--- config.mk ---
export PLATFORM = sky130hd
export DESIGN_NAME = dwell_err_eval
export DESIGN_NICKNAME = d
export VERILOG_FILES = /design/src/rtl/dwell_pkg.sv /design/src/rtl/dwell_sync.sv /design/src/rtl/dwell_tracker.sv /design/src/rtl/dwell_divider.sv /design/src/rtl/dwell_err_eval.sv
export SDC_FILE = /design/constraint.sdc
export NUM_CORES = 1
export LEC_CHECK = 0
export ABC_AREA = 1
export ABC_CLOCK_PERIOD_IN_PS = 12800
export BUFFER_PORTS_ARGS = -buffer_cell sky130_fd_sc_hd__buf_2
export CORE_ASPECT_RATIO = 1.5
export CORE_MARGIN = 1
export CORE_UTILIZATION = 30
export DETAILED_ROUTE_END_ITERATION = 8
export HOLD_SLACK_MARGIN = 0.06
export PLACE_DENSITY = 0.52
export SETUP_SLACK_MARGIN = 0.3
export SLEW_MARGIN = 30
export SYNTH_ARGS = -nofsm -noshare
export SYNTH_HDL_FRONTEND = slang
export SYNTH_SLANG_ARGS = --single-unit
export TNS_END_PERCENT = 30
--- constraint.sdc ---
create_clock -name clk -period 12.8 [get_ports clk]
set_input_delay 1.92 -clock clk [delete_from_list [all_inputs] [get_ports clk]]
set_output_delay 1.92 -clock clk [all_outputs]
set_load 0.005 [all_outputs]
--- src/rtl/dwell_pkg.sv ---
package dwell_pkg;

  typedef enum logic [2:0] {
    ST_IDLE,
    ST_RUN,
    ST_AVG,
    ST_FIT,
    ST_FIN
  } eval_state_t;

endpackage

--- src/rtl/dwell_sync.sv ---
module dwell_sync #(
  parameter int STAGES = 2
) (
  input  logic clk,
  input  logic rst,
  input  logic async_i,
  output logic sync_o
);

  logic [STAGES-1:0] chain_q;

  always_ff @(posedge clk) begin
    if (rst) chain_q <= '0;
    else     chain_q <= {chain_q[STAGES-2:0], async_i};
  end

  assign sync_o = chain_q[STAGES-1];

endmodule

--- src/rtl/dwell_tracker.sv ---
module dwell_tracker #(
  parameter int TW   = 24,
  parameter int CW   = 16,
  parameter int EW   = 41,
  parameter int CNTW = 17
) (
  input  logic            clk,
  input  logic            rst,
  input  logic            start_i,
  input  logic            lvl_i,
  input  logic [TW-1:0]   half_i,
  input  logic [TW-1:0]   win_i,
  input  logic [CW-1:0]   maxe_i,
  input  logic [TW-1:0]   idle_i,
  output logic            closed_o,
  output logic            abort_o,
  output logic [EW-1:0]   err_o,
  output logic [CNTW-1:0] cnt_o
);

  logic            run_q, prev_q;
  logic [TW-1:0]   t_q, mark_q, hp_q, win_q, idle_q;
  logic [CW-1:0]   max_q;
  logic [CNTW-1:0] edges_q, cnt_q;
  logic [EW-1:0]   err_q;

  logic [TW-1:0]   gap, dev;
  logic [CNTW-1:0] edges_nx;
  logic            at_end, edge_v, over;

  always_comb begin
    gap      = t_q - mark_q;
    dev      = (gap >= hp_q) ? (gap - hp_q) : (hp_q - gap);
    at_end   = run_q && (t_q == win_q);
    edge_v   = run_q && !at_end && (t_q != '0) && (lvl_i != prev_q);
    edges_nx = edges_q + 1'b1;
    over     = edges_nx > CNTW'(max_q);
  end

  always_ff @(posedge clk) begin
    if (rst) begin
      run_q    <= 1'b0;
      prev_q   <= 1'b0;
      t_q      <= '0;
      mark_q   <= '0;
      hp_q     <= '0;
      win_q    <= '0;
      idle_q   <= '0;
      max_q    <= '0;
      edges_q  <= '0;
      cnt_q    <= '0;
      err_q    <= '0;
      closed_o <= 1'b0;
      abort_o  <= 1'b0;
    end else begin
      prev_q   <= lvl_i;
      closed_o <= 1'b0;
      abort_o  <= 1'b0;
      if (start_i) begin
        run_q   <= 1'b1;
        t_q     <= '0;
        mark_q  <= '0;
        edges_q <= '0;
        cnt_q   <= '0;
        err_q   <= '0;
        hp_q    <= half_i;
        win_q   <= win_i;
        idle_q  <= idle_i;
        max_q   <= maxe_i;
      end else if (run_q) begin
        t_q <= t_q + 1'b1;
        if (at_end) begin
          err_q    <= err_q + EW'(dev);
          cnt_q    <= cnt_q + 1'b1;
          run_q    <= 1'b0;
          closed_o <= 1'b1;
        end else if (edge_v) begin
          err_q   <= err_q + EW'(dev);
          cnt_q   <= cnt_q + 1'b1;
          edges_q <= edges_nx;
          mark_q  <= t_q;
          if (over) begin
            run_q   <= 1'b0;
            abort_o <= 1'b1;
          end
        end else if (gap >= idle_q) begin
          run_q   <= 1'b0;
          abort_o <= 1'b1;
        end
      end
    end
  end

  assign err_o = err_q;
  assign cnt_o = cnt_q;

  p_mark_not_ahead_r2: assert property (@(posedge clk) disable iff (rst)
    run_q |-> (mark_q <= t_q));

  p_single_outcome_r8: assert property (@(posedge clk) disable iff (rst)
    !(closed_o && abort_o));

  p_edge_cap_r7: assert property (@(posedge clk) disable iff (rst)
    run_q |-> (edges_q <= CNTW'(max_q)));

  p_window_bound_r4: assert property (@(posedge clk) disable iff (rst)
    run_q |-> (t_q <= win_q));

endmodule

--- src/rtl/dwell_divider.sv ---
module dwell_divider #(
  parameter int N = 41
) (
  input  logic         clk,
  input  logic         rst,
  input  logic         go_i,
  input  logic [N-1:0] num_i,
  input  logic [N-1:0] den_i,
  output logic [N-1:0] quo_o,
  output logic         valid_o
);

  localparam int SW = $clog2(N + 1);

  logic [N-1:0]  rem_q, quo_q, den_q;
  logic [SW-1:0] step_q;
  logic          busy_q;
  logic [N:0]    shifted, trial;

  always_comb begin
    shifted = {rem_q, quo_q[N-1]};
    trial   = shifted - {1'b0, den_q};
  end

  always_ff @(posedge clk) begin
    if (rst) begin
      rem_q   <= '0;
      quo_q   <= '0;
      den_q   <= '0;
      step_q  <= '0;
      busy_q  <= 1'b0;
      valid_o <= 1'b0;
    end else begin
      valid_o <= 1'b0;
      if (go_i) begin
        rem_q  <= '0;
        quo_q  <= num_i;
        den_q  <= den_i;
        step_q <= SW'(N);
        busy_q <= 1'b1;
      end else if (busy_q) begin
        if (!trial[N]) begin
          rem_q <= trial[N-1:0];
          quo_q <= {quo_q[N-2:0], 1'b1};
        end else begin
          rem_q <= shifted[N-1:0];
          quo_q <= {quo_q[N-2:0], 1'b0};
        end
        step_q <= step_q - 1'b1;
        if (step_q == SW'(1)) begin
          busy_q  <= 1'b0;
          valid_o <= 1'b1;
        end
      end
    end
  end

  assign quo_o = quo_q;

  p_rem_below_den_r5: assert property (@(posedge clk) disable iff (rst)
    valid_o |-> (rem_q < den_q));

endmodule

--- src/rtl/dwell_err_eval.sv ---
module dwell_err_eval
  import dwell_pkg::*;
#(
  parameter int  TW    = 24,
  parameter int  CW    = 16,
  parameter int  FRAC  = 16,
  parameter int  FIT_W = 16,
  localparam int EW    = TW + CW + 1,
  localparam int CNTW  = CW + 1
) (
  input  logic             clk,
  input  logic             rst,
  input  logic             start_i,
  input  logic             sig_i,
  input  logic [TW-1:0]    half_period_i,
  input  logic [TW-1:0]    window_len_i,
  input  logic [CW-1:0]    max_edges_i,
  input  logic [TW-1:0]    idle_limit_i,
  output logic [EW-1:0]    err_sum_o,
  output logic [CNTW-1:0]  interval_cnt_o,
  output logic [EW-1:0]    avg_err_o,
  output logic [FIT_W-1:0] fitness_o,
  output logic             done_o,
  output logic             aborted_o
);

  localparam logic [FIT_W-1:0] FIT_MAX = {FIT_W{1'b1}};
  localparam logic [EW-1:0]    FIT_NUM = EW'(1) << FRAC;

  eval_state_t     state_q;
  logic            lvl, accept;
  logic            trk_closed, trk_abort;
  logic [EW-1:0]   trk_err;
  logic [CNTW-1:0] trk_cnt;
  logic            div_go, div_valid;
  logic [EW-1:0]   div_num, div_den, div_quo;

  dwell_sync #(.STAGES(2)) u_sync (
    .clk     (clk),
    .rst     (rst),
    .async_i (sig_i),
    .sync_o  (lvl)
  );

  assign accept = start_i && ((state_q == ST_IDLE) || (state_q == ST_FIN));

  dwell_tracker #(.TW(TW), .CW(CW), .EW(EW), .CNTW(CNTW)) u_tracker (
    .clk      (clk),
    .rst      (rst),
    .start_i  (accept),
    .lvl_i    (lvl),
    .half_i   (half_period_i),
    .win_i    (window_len_i),
    .maxe_i   (max_edges_i),
    .idle_i   (idle_limit_i),
    .closed_o (trk_closed),
    .abort_o  (trk_abort),
    .err_o    (trk_err),
    .cnt_o    (trk_cnt)
  );

  always_comb begin
    div_go  = 1'b0;
    div_num = trk_err;
    div_den = EW'(trk_cnt);
    if (state_q == ST_RUN) begin
      div_go = trk_closed;
    end else if (state_q == ST_AVG) begin
      div_go  = div_valid && (div_quo != '0);
      div_num = FIT_NUM;
      div_den = div_quo;
    end
  end

  dwell_divider #(.N(EW)) u_div (
    .clk     (clk),
    .rst     (rst),
    .go_i    (div_go),
    .num_i   (div_num),
    .den_i   (div_den),
    .quo_o   (div_quo),
    .valid_o (div_valid)
  );

  always_ff @(posedge clk) begin
    if (rst) begin
      state_q        <= ST_IDLE;
      err_sum_o      <= '0;
      interval_cnt_o <= '0;
      avg_err_o      <= '0;
      fitness_o      <= '0;
      done_o         <= 1'b0;
      aborted_o      <= 1'b0;
    end else begin
      unique case (state_q)
        ST_IDLE, ST_FIN: begin
          if (accept) begin
            state_q        <= ST_RUN;
            err_sum_o      <= '0;
            interval_cnt_o <= '0;
            avg_err_o      <= '0;
            fitness_o      <= '0;
            done_o         <= 1'b0;
            aborted_o      <= 1'b0;
          end
        end
        ST_RUN: begin
          if (trk_abort) begin
            err_sum_o      <= trk_err;
            interval_cnt_o <= trk_cnt;
            done_o         <= 1'b1;
            aborted_o      <= 1'b1;
            state_q        <= ST_FIN;
          end else if (trk_closed) begin
            err_sum_o      <= trk_err;
            interval_cnt_o <= trk_cnt;
            state_q        <= ST_AVG;
          end
        end
        ST_AVG: begin
          if (div_valid) begin
            avg_err_o <= div_quo;
            if (div_quo == '0) begin
              fitness_o <= FIT_MAX;
              done_o    <= 1'b1;
              state_q   <= ST_FIN;
            end else begin
              state_q <= ST_FIT;
            end
          end
        end
        ST_FIT: begin
          if (div_valid) begin
            fitness_o <= (div_quo > EW'(FIT_MAX)) ? FIT_MAX : div_quo[FIT_W-1:0];
            done_o    <= 1'b1;
            state_q   <= ST_FIN;
          end
        end
        default: state_q <= ST_IDLE;
      endcase
    end
  end

  p_abort_sets_done_r7: assert property (@(posedge clk) disable iff (rst)
    aborted_o |-> done_o);

  p_zero_avg_saturates_r6: assert property (@(posedge clk) disable iff (rst)
    (done_o && !aborted_o && (avg_err_o == '0)) |-> (fitness_o == FIT_MAX));

  p_results_held_r10: assert property (@(posedge clk) disable iff (rst)
    (done_o && !start_i) |=> ($stable(err_sum_o) && $stable(fitness_o) && done_o));

  p_abort_zero_score_r8: assert property (@(posedge clk) disable iff (rst)
    aborted_o |-> ((fitness_o == '0) && (avg_err_o == '0)));

  p_busy_ignores_start_r9: assert property (@(posedge clk) disable iff (rst)
    ((state_q == ST_AVG) && start_i && !div_valid) |=> (state_q == ST_AVG));

endmodule

=== Word-level counts from Yosys, hierarchy flattened ===
Cells that the tools add are included.
W data, S select, Z words.

* Register bits: 468
* Input bits: 92
* Output and inout port bits: 117
* Logic and storage cells: 150

* Add/subtract/negate cells: 9
* Magnitude comparators: 4
* Eq/ne operators: 13
* Muxes and demuxes: 61
* Bitwise gates (word level): 3
* Reductions and logical operators: 32

{| class="wikitable"
|+ Operator list
! kind !! count
|-
| $mux W41 || 13
|-
| $pmux W41 S2 || 2
|-
| $mux W17 || 5
|-
| $mux W16 || 5
|-
| $sub A24 B24 Y24 || 3
|-
| $ge A24 B24 Y1 || 2
|-
| $pmux W16 S3 || 1
|-
| $sub A42 B41 Y42 || 1
|-
| $add A41 B24 Y41 || 1
|-
| $gt A41 B16 Y1 const B || 1
|-
| $logic_not A41 Y1 || 1
|-
| $reduce_bool A41 Y1 || 1
|-
| $add A17 B1 Y17 const B || 2
|-
| $pmux W17 S2 || 1
|-
| $add A24 B1 Y24 const B || 1
|-
| $eq A24 B24 Y1 || 1
|-
| $mux W24 || 1
|-
| $reduce_bool A24 Y1 || 1
|-
| $mux W1 || 22
|-
| $mux W3 || 6
|-
| $gt A17 B16 Y1 || 1
|-
| $mux W6 || 2
|-
| $pmux W3 S4 || 1
|-
| $reduce_and A3 Y1 || 4
|-
| other kinds (26) || 43
|}

=== Logic depth before layout (Yosys ltp) ===
Gate-level depths: netlist of the first run.

* Depth in word-level cells: 10
* Depth in mapped cells: 39

=== Cells and area by module ===
A second synthesis of the first run with hierarchy kept.

* Cells, all modules: 4635
* Area total of the unflattened synthesis: 29897.4 µm²

{| class="wikitable"
|+ Modules (own cells, without submodules)
! module !! instances !! cells an instance !! area an instance (µm²)
|-
| dwell_tracker || 1 || 2322 || 15546.2
|-
| dwell_divider || 1 || 1513 || 9004.9
|-
| dwell_err_eval || 1 || 794 || 5291.3
|-
| dwell_sync || 1 || 6 || 55.1
|}

=== Least setup slack after synthesis of the first run ===
OpenSTA, ideal clock, no wires.

* Path type: register -> register
* Start point: register u_tracker.t_q[0]
* End point: register u_tracker.err_q[28], in the netlist u_tracker.err_o[28]
* Setup time: 132 ps
* Arrival: 4786 ps
* Setup slack: 7881 ps
* Stages on the path, launching flop included: 34
* Buffers on the path: 1
* Cells stage by stage: dfxtp_1 inv_1 ha_1 inv_1 fa_1 nand3_1 nand2_1 a31oi_1 o21bai_1 nand2_1 nand2_1 xor2_1 ha_1 nand2_1 inv_1 a21oi_1 inv_1 a21oi_1 nand3_2 inv_2 buf_4 nand2_1 nand2_1 inv_1 ha_1 nand2_1 o21ai_0 a21oi_1 o21ai_0 nand2_1 nand2_1 nand2_1 o21ai_0 a21oi_1

* Word-level cells in the longest chain between the ends: 8
* Elaborated cells between the ends (all ways): 17
* Classes of those cells: add/sub: 4; order compare: 1; eq/ne: 1; mux: 3; reduce/logical: 8

{| class="wikitable"
|+ RTL lines
! element !! RTL line !! RTL
|-
| start: declaration || dwell_tracker.sv:22 || <nowiki>logic [TW-1:0] t_q, mark_q, hp_q, win_q, idle_q;</nowiki>
|-
| start signal: assignment || dwell_tracker.sv:71 || <nowiki>t_q <= t_q + 1'b1;</nowiki>
|-
| parallel branches: the longest is 8 deep, another holds $add A41 B24 Y41 || -- ||
|-
| end signal: assignment || dwell_tracker.sv:73 || <nowiki>err_q <= err_q + EW'(dev);</nowiki>
|-
| end signal: assignment || dwell_tracker.sv:78 || <nowiki>err_q <= err_q + EW'(dev);</nowiki>
|-
| end: declaration || dwell_tracker.sv:25 || <nowiki>logic [EW-1:0] err_q;</nowiki>
|}

Several ways; the timed one is not identified. The select of a mux whose other input is x is not followed.
A chain may end at the register's enable or synchronous reset.

=== Worst setup path after layout of the first run ===
* Start point: register u_tracker.t_q[2]
* End point: register u_tracker.err_q[28], in the netlist u_tracker.err_o[28]

Same word-level chain as after synthesis.

==> impl_metrics.env, run 1 <==
export IMPL_netlist_area_sq_um=29100
export IMPL_dp_cells=5797
export IMPL_peakVddDrop_v=0.0000998
export IMPL_worst_r2r_setup_slack_ns=6.07
export IMPL_r2r_end="u_tracker.err_o[28]"
export IMPL_setup_tns_final_ns=0
export IMPL_via_count=28500
export IMPL_max_stage_delay_ns=0.51
export IMPL_dieArea_sq_um=98400
export IMPL_synth_cells=4463
export IMPL_avgSynthCellArea_sq_um=6.53
export IMPL_ys_top_cells_by_area="dfxtp_1, nand2_1, inv_1"
export IMPL_dp_hpwl_microns=86500
export IMPL_layout_drive_gt1_share=0.0780
export IMPL_die_w_microns=257
export IMPL_yosysSeqAreaShare=0.321
export IMPL_cts_clk_slew_worst_paths_ns=0.06
export IMPL_utilization=0.346
export IMPL_numCtsBuffers=53
export IMPL_fin_cells=5897
export IMPL_whs_ns=0.442
export IMPL_r2r_start="u_tracker.t_q[2]"
export IMPL_clockBufferDepth=3
export IMPL_grt_max_degree=105
export IMPL_required_ns=13.28
export IMPL_powerDensity_nw_per_um2=187
export IMPL_nets=4862
export IMPL_crit_arrival_ns=7.21
export IMPL_hold_depth=2
export IMPL_netlist_top_cell_by_area="dfxtp_1"
export IMPL_initial_core_util=0.304
export IMPL_synth_fp_nets=4742
export IMPL_ant_nets=0
export IMPL_core_area_sq_um=96000
export IMPL_synth_edf_count=0
export IMPL_viasPerCell=4.83
export IMPL_cp_max_fo=28
export IMPL_synth_top_area_share=0.321
export IMPL_setup_violations_final=0
export IMPL_status="completed"
export IMPL_routed_wl_met3_microns=4150
export IMPL_min_from="fitness_o[10]"
export IMPL_cts_tree="yes"
export IMPL_cts_resized=0
export IMPL_critical_path_class="flop to flop"
export IMPL_fillers=10700
export IMPL_finalMaxSlewViolations=0
export IMPL_startpoint_type="flop"
export IMPL_wl_met2_microns=57100
export IMPL_ctsHoldBuffers=0
export IMPL_gr_total_overflow=0
export IMPL_initialDrtViolationCount=1657
export IMPL_fp_dieH_microns=384
export IMPL_first_pass_iters=5
export IMPL_gp_congestion=0.967
export IMPL_track_usage=0.218
export IMPL_holdCritPathClass="flop to flop"
export IMPL_synth_ff_latch_count=468
export IMPL_top_layer_used="met5"
export IMPL_antenna_found_initial=4
export IMPL_syn_to_final_growth_pct=13.9
export IMPL_rsz0062_at_grt="false"
export IMPL_hold_violations=0
export IMPL_critPathMostFrequentCell="nand2_1"
export IMPL_yosysWarnings=0
export IMPL_maxCapViolations=0
export IMPL_wire_per_inst_microns=18.6
export IMPL_portBuffers=208
export IMPL_rows=139
export IMPL_cts_sinks=468
export IMPL_drcViolationCount=0
export IMPL_cts_root_buf="clkbuf_16"
export IMPL_drt_total_wl_microns=110000
export IMPL_relSlewSlack=0.356
export IMPL_clock_latency_ns=0.65
export IMPL_reg2reg_depth=32
export IMPL_worstSetupEndpointType="flop"
export IMPL_fin_crit_sh=0.525
export IMPL_total_leakage_power_uw=0.0155
export IMPL_grt_pass1_vias=28200
export IMPL_cp_slowest_cell="nand3_2"
export IMPL_ys_flop_type="dfxtp_1"
export IMPL_post_cts_setup_buffer_count=0
export IMPL_fmax_mhz=149
export IMPL_ys_types=53
export IMPL_worstMarginPinSlew_ns=0.964
export IMPL_fin_crit_ns=6.73
export IMPL_wl_met1_microns=42500
export IMPL_synth_common_cells="nand2_1, inv_1, a21oi_1"
export IMPL_synth_most_common_cell="nand2_1"
export IMPL_grt_pass1_wl_microns=166000
export IMPL_skew_ns=0.0356
export IMPL_async_flop_share=0
export IMPL_cts_htree_levels=2
export IMPL_ios=209
export IMPL_hold_path_end="fitness_o[10]"
## registers in the layout (all words and copies together) (netlist names), 2 cells and up
signal	flops
u_sync.chain_q	2
u_div.rem_q	41
u_tracker.err_o	41
fitness_o	16
u_div.step_q	6
err_sum_o	41
u_tracker.cnt_o	17
u_tracker.win_q	24
u_tracker.mark_q	24
avg_err_o	41
u_tracker.max_q	16
u_tracker.idle_q	24
u_div.den_q	41
u_tracker.t_q	24
interval_cnt_o	17
u_tracker.edges_q	17
u_tracker.hp_q	24
u_div.quo_o	41
state_q	3
## layout make-up
| cell class | count | area [sq um] | area share |
|---|---|---|---|
| clock inverters | 27 | 440 | 0.0133 |
| clock buffers | 71 | 1460 | 0.0441 |
| inverters | 659 | 2480 | 0.0747 |
| flip-flops and latches | 468 | 9370 | 0.282 |
| repair buffers | 234 | 1240 | 0.0373 |
| multi-input cells | 3167 | 16600 | 0.501 |
| well taps | 1269 | 1590 | 0.0478 |
| diodes | 2 | 5.00 | 0.000151 |
## power by group
part,total (uW),internal (uW),switching [uW]
Combinational,2840,842,2000
Clock,1690,993,693
Sequential,1690,1610,82.9
## worst max path at each step
stage                     start             endpoint  slack (ns)  cells past startpoint
6_report       u_tracker.t_q[2]  u_tracker.err_o[28]        6.07                     32
5_1_grt        u_tracker.t_q[2]  u_tracker.err_o[28]        5.32                     32
4_1_cts        u_tracker.t_q[2]  u_tracker.err_o[28]        6.07                     32
3_5_place_dp   u_tracker.t_q[2]  u_tracker.err_o[28]        6.14                     32
3_3_place_gp   u_tracker.t_q[2]  u_tracker.err_o[31]        6.22                     30
2_1_floorplan  u_tracker.t_q[0]  u_tracker.err_o[28]        7.88                     33
## layer usage
layer  up-vias  GRT usage
met5         -          0
met4         4      0.109
met3       212     0.0325
met2       564      0.417
met1     13100      0.230
li1      14600          -
## placed cells by master (no fill, tap or decap), types with 43 or more instances in the layout
cell type	netlist	final
a21oi_1	478	477
clkbuf_16	0	53
dfxtp_1	468	468
xnor2_1	43	43
buf_2	45	207
a22oi_1	58	58
ha_1	182	182
nand3_1	221	221
xor2_1	112	112
nor2_1	472	470
nor3_1	44	43
inv_1	650	648
o21ai_0	312	312
nand2_1	1034	1030
## cell families (layout without fill, tap and decap cells)
kind of cell / count (synthesis) / count (layout) / synth area share
and+or+nand+nor: 1867 / 1867 / 0.262
DFF: 468 / 468 / 0.321
muxes: 3 / 3 / 0.00103
xor gates and xnor gates: 155 / 155 / 0.0466
adders and majority gates: 187 / 187 / 0.0816
other: 0 / 2 / 0
buffers and inverters: 828 / 991 / 0.110
AOI/OAI and AO/OA: 955 / 955 / 0.178
## metrics by stage
| step | cell area, sq um | power [uW] | setup WS, ns |
|---|---|---|---|
| after floorplan | 29100 | 3660 | 7.88 |
| after global placement | 31300 | 4560 | 6.22 |
| after detailed placement | 31300 | 4550 | 6.14 |
| after CTS | 33200 | 6260 | 6.07 |
| after global routing | 33200 | 6640 | 5.32 |
| final | 33200 | 6210 | 6.07 |
## worst max-delay path, delay by kind of cell, from the launching register on
kind,cells,cell delay (ns)
AOI/OAI and AO/OA,13,2.72
and+or+nand+nor,12,1.66
adders and majority gates,3,1.06
buffers and inverters,4,0.64
DFF,1,0.46
(Power assumes the default switching activity.)
==> run 2, diff against run 1 <==
--- a/config.mk
+++ b/config.mk
@@ -6,7 +6,7 @@
 export NUM_CORES = 1
 export LEC_CHECK = 0
 export ABC_AREA = 1
-export ABC_CLOCK_PERIOD_IN_PS = 12800
+export ABC_CLOCK_PERIOD_IN_PS = 6250
 export BUFFER_PORTS_ARGS = -buffer_cell sky130_fd_sc_hd__buf_2
 export CORE_ASPECT_RATIO = 1.5
 export CORE_MARGIN = 1
==> constraint.sdc (replaced) <==
create_clock -name clk -period 6.25 [get_ports clk]
set_input_delay 0.9375 -clock clk [delete_from_list [all_inputs] [get_ports clk]]
set_output_delay 0.9375 -clock clk [all_outputs]
set_load 0.005 [all_outputs]
==> impl_metrics.env, run 2 (synthesis results as in run 1) <==
export IMPL_worst_slack_ns=0.682
export IMPL_cp_slowest_cell="fa_2"
export IMPL_peakVddDrop_v=0.000292
export IMPL_cts_sinks=468
export IMPL_min_from="u_sync.chain_q[1]"
export IMPL_utilization=0.356
export IMPL_critPathMostFrequentCell="nand2_1"
export IMPL_r2r_start="u_tracker.t_q[0]"
export IMPL_fin_crit_sh=0.891
export IMPL_setup_tns_final_ns=0
export IMPL_p_total_uw=13500
export IMPL_wire_per_inst_microns=18.4
export IMPL_cts_clk_slew_worst_paths_ns=0.07
export IMPL_core_area_sq_um=96000
export IMPL_cts_htree_levels=2
export IMPL_fp_dieH_microns=384
export IMPL_fillers=10700
export IMPL_drcViolationCount=0
export IMPL_grt_pass1_wl_microns=167000
export IMPL_hold_violations=0
export IMPL_dp_cells=5889
export IMPL_die_w_microns=257
export IMPL_initial_core_util=0.304
export IMPL_cp_max_fo=5
export IMPL_crit_arrival_ns=6.15
export IMPL_first_pass_iters=8
export IMPL_fin_crit_ns=5.57
export IMPL_fmax_mhz=180
export IMPL_critical_path_class="flop to flop"
export IMPL_viasPerCell=4.80
export IMPL_max_stage_delay_ns=0.38
export IMPL_relSlewSlack=0.366
export IMPL_gr_total_overflow=0
export IMPL_dp_slack_ns=0.149
export IMPL_nets=4961
export IMPL_powerDensity_nw_per_um2=394
export IMPL_dp_hpwl_microns=87000
export IMPL_antenna_found_initial=2
export IMPL_rows=139
export IMPL_clockBufferDepth=3
export IMPL_required_ns=6.83
export IMPL_dieArea_sq_um=98400
export IMPL_critPathBufInv=9
export IMPL_layout_drive_gt1_share=0.108
export IMPL_portBuffers=208
export IMPL_via_count=28800
export IMPL_worstSetupEndpointType="flop"
export IMPL_skew_ns=0.0354
export IMPL_status="completed"
export IMPL_ios=209
export IMPL_clock_latency_ns=0.65
export IMPL_finalMaxSlewViolations=0
export IMPL_numCtsBuffers=53
export IMPL_rsz0062_at_grt="false"
export IMPL_crit_start="u_tracker.t_q[0]"
export IMPL_syn_to_final_growth_pct=17.3
export IMPL_initialDrtViolationCount=1440
export IMPL_setup_violations_final=0
export IMPL_track_usage=0.220
export IMPL_layout_common_cells="nand2_1, inv_1, a21oi_1, dfxtp_1, nor2_1"
export IMPL_grt_pass1_vias=28500
export IMPL_startpoint_type="flop"
export IMPL_maxCapViolations=0
export IMPL_ant_nets=0
export IMPL_worstMarginPinSlew_ns=0.948
export IMPL_fin_cells=5991
export IMPL_ctsHoldBuffers=0
export IMPL_total_leakage_power_uw=0.0160
export IMPL_drt_total_wl_microns=110000
export IMPL_gp_congestion=0.954
export IMPL_grt_max_degree=141
export IMPL_cp_top_family="simple AND/OR/NAND/NOR gates"
export IMPL_holdCritPathClass="flop to flop"
export IMPL_layout_commonest_cell="nand2_1"
export IMPL_cts_tree="yes"
export IMPL_cts_root_buf="clkbuf_16"
run 2: metal layers:
metal	GRT usage	vias up	routed length [microns]
met5	0	-	13
met4	0.110	2	5830
met3	0.0350	209	4700
met2	0.418	589	57400
met1	0.231	13200	42000
li1	-	14800	-
run 2: worst paths after layout:
kind	to	slack [ns]	depth (start not counted)
worst max-delay path	u_tracker.err_o[38]	0.68	35
worst min-delay path	u_tracker.prev_q	0.44	2
worst max register to register	u_tracker.err_o[38]	0.68	35
worst min register to register	u_tracker.prev_q	0.44	2
run 2: repair_timing:
| item | 4_1_cts | 5_1_grt |
|---|---|---|
| setup buffers | 0 | 6 |
| pin swaps | 1 | 6 |
| setup endpoints to repair | 26 | 35 |
| resized for setup | 4 | 68 |
run 2: per-stage QoR:
step	hold WS [ns]	instance area, sq um
6_report	0.439	34200
4_1_cts	0.437	33900
2_1_floorplan	0.388	29100
3_5_place_dp	0.428	32000
5_1_grt	0.464	34200
3_3_place_gp	0.430	32000
run 2: report_power, final:
part / switching, uW / total (uW) / internal [uW]
combinational: 4250 / 6600 / 2350
clock: 1410 / 3410 / 2000
sequential: 170 / 3460 / 3290
total: 5830 / 13500 / 7640
run 2: layout make-up:
type                       count  area [sq um]  share of cell area
multi-input combinational   3167         16800               0.493
antenna                        1          2.50           0.0000732
clock inverter                23           364              0.0106
sequential                   468          9370               0.274
clock buffer                  71          1510              0.0443
timing repair buffer         333          2030              0.0595
inverter                     659          2480              0.0725
tap                         1269          1590              0.0464
run 2: worst register-to-register path, delay by kind of cell, from the launching register on:
family / cells / cell delay, ns
XOR/XNOR: 1 / 0.29
buffers and inverters: 9 / 0.93
flip-flops: 1 / 0.35
adder cells (fa/ha/maj): 4 / 1.09
AO/OA/AOI/OAI: 5 / 1.02
AND/OR/NAND/NOR: 16 / 1.83
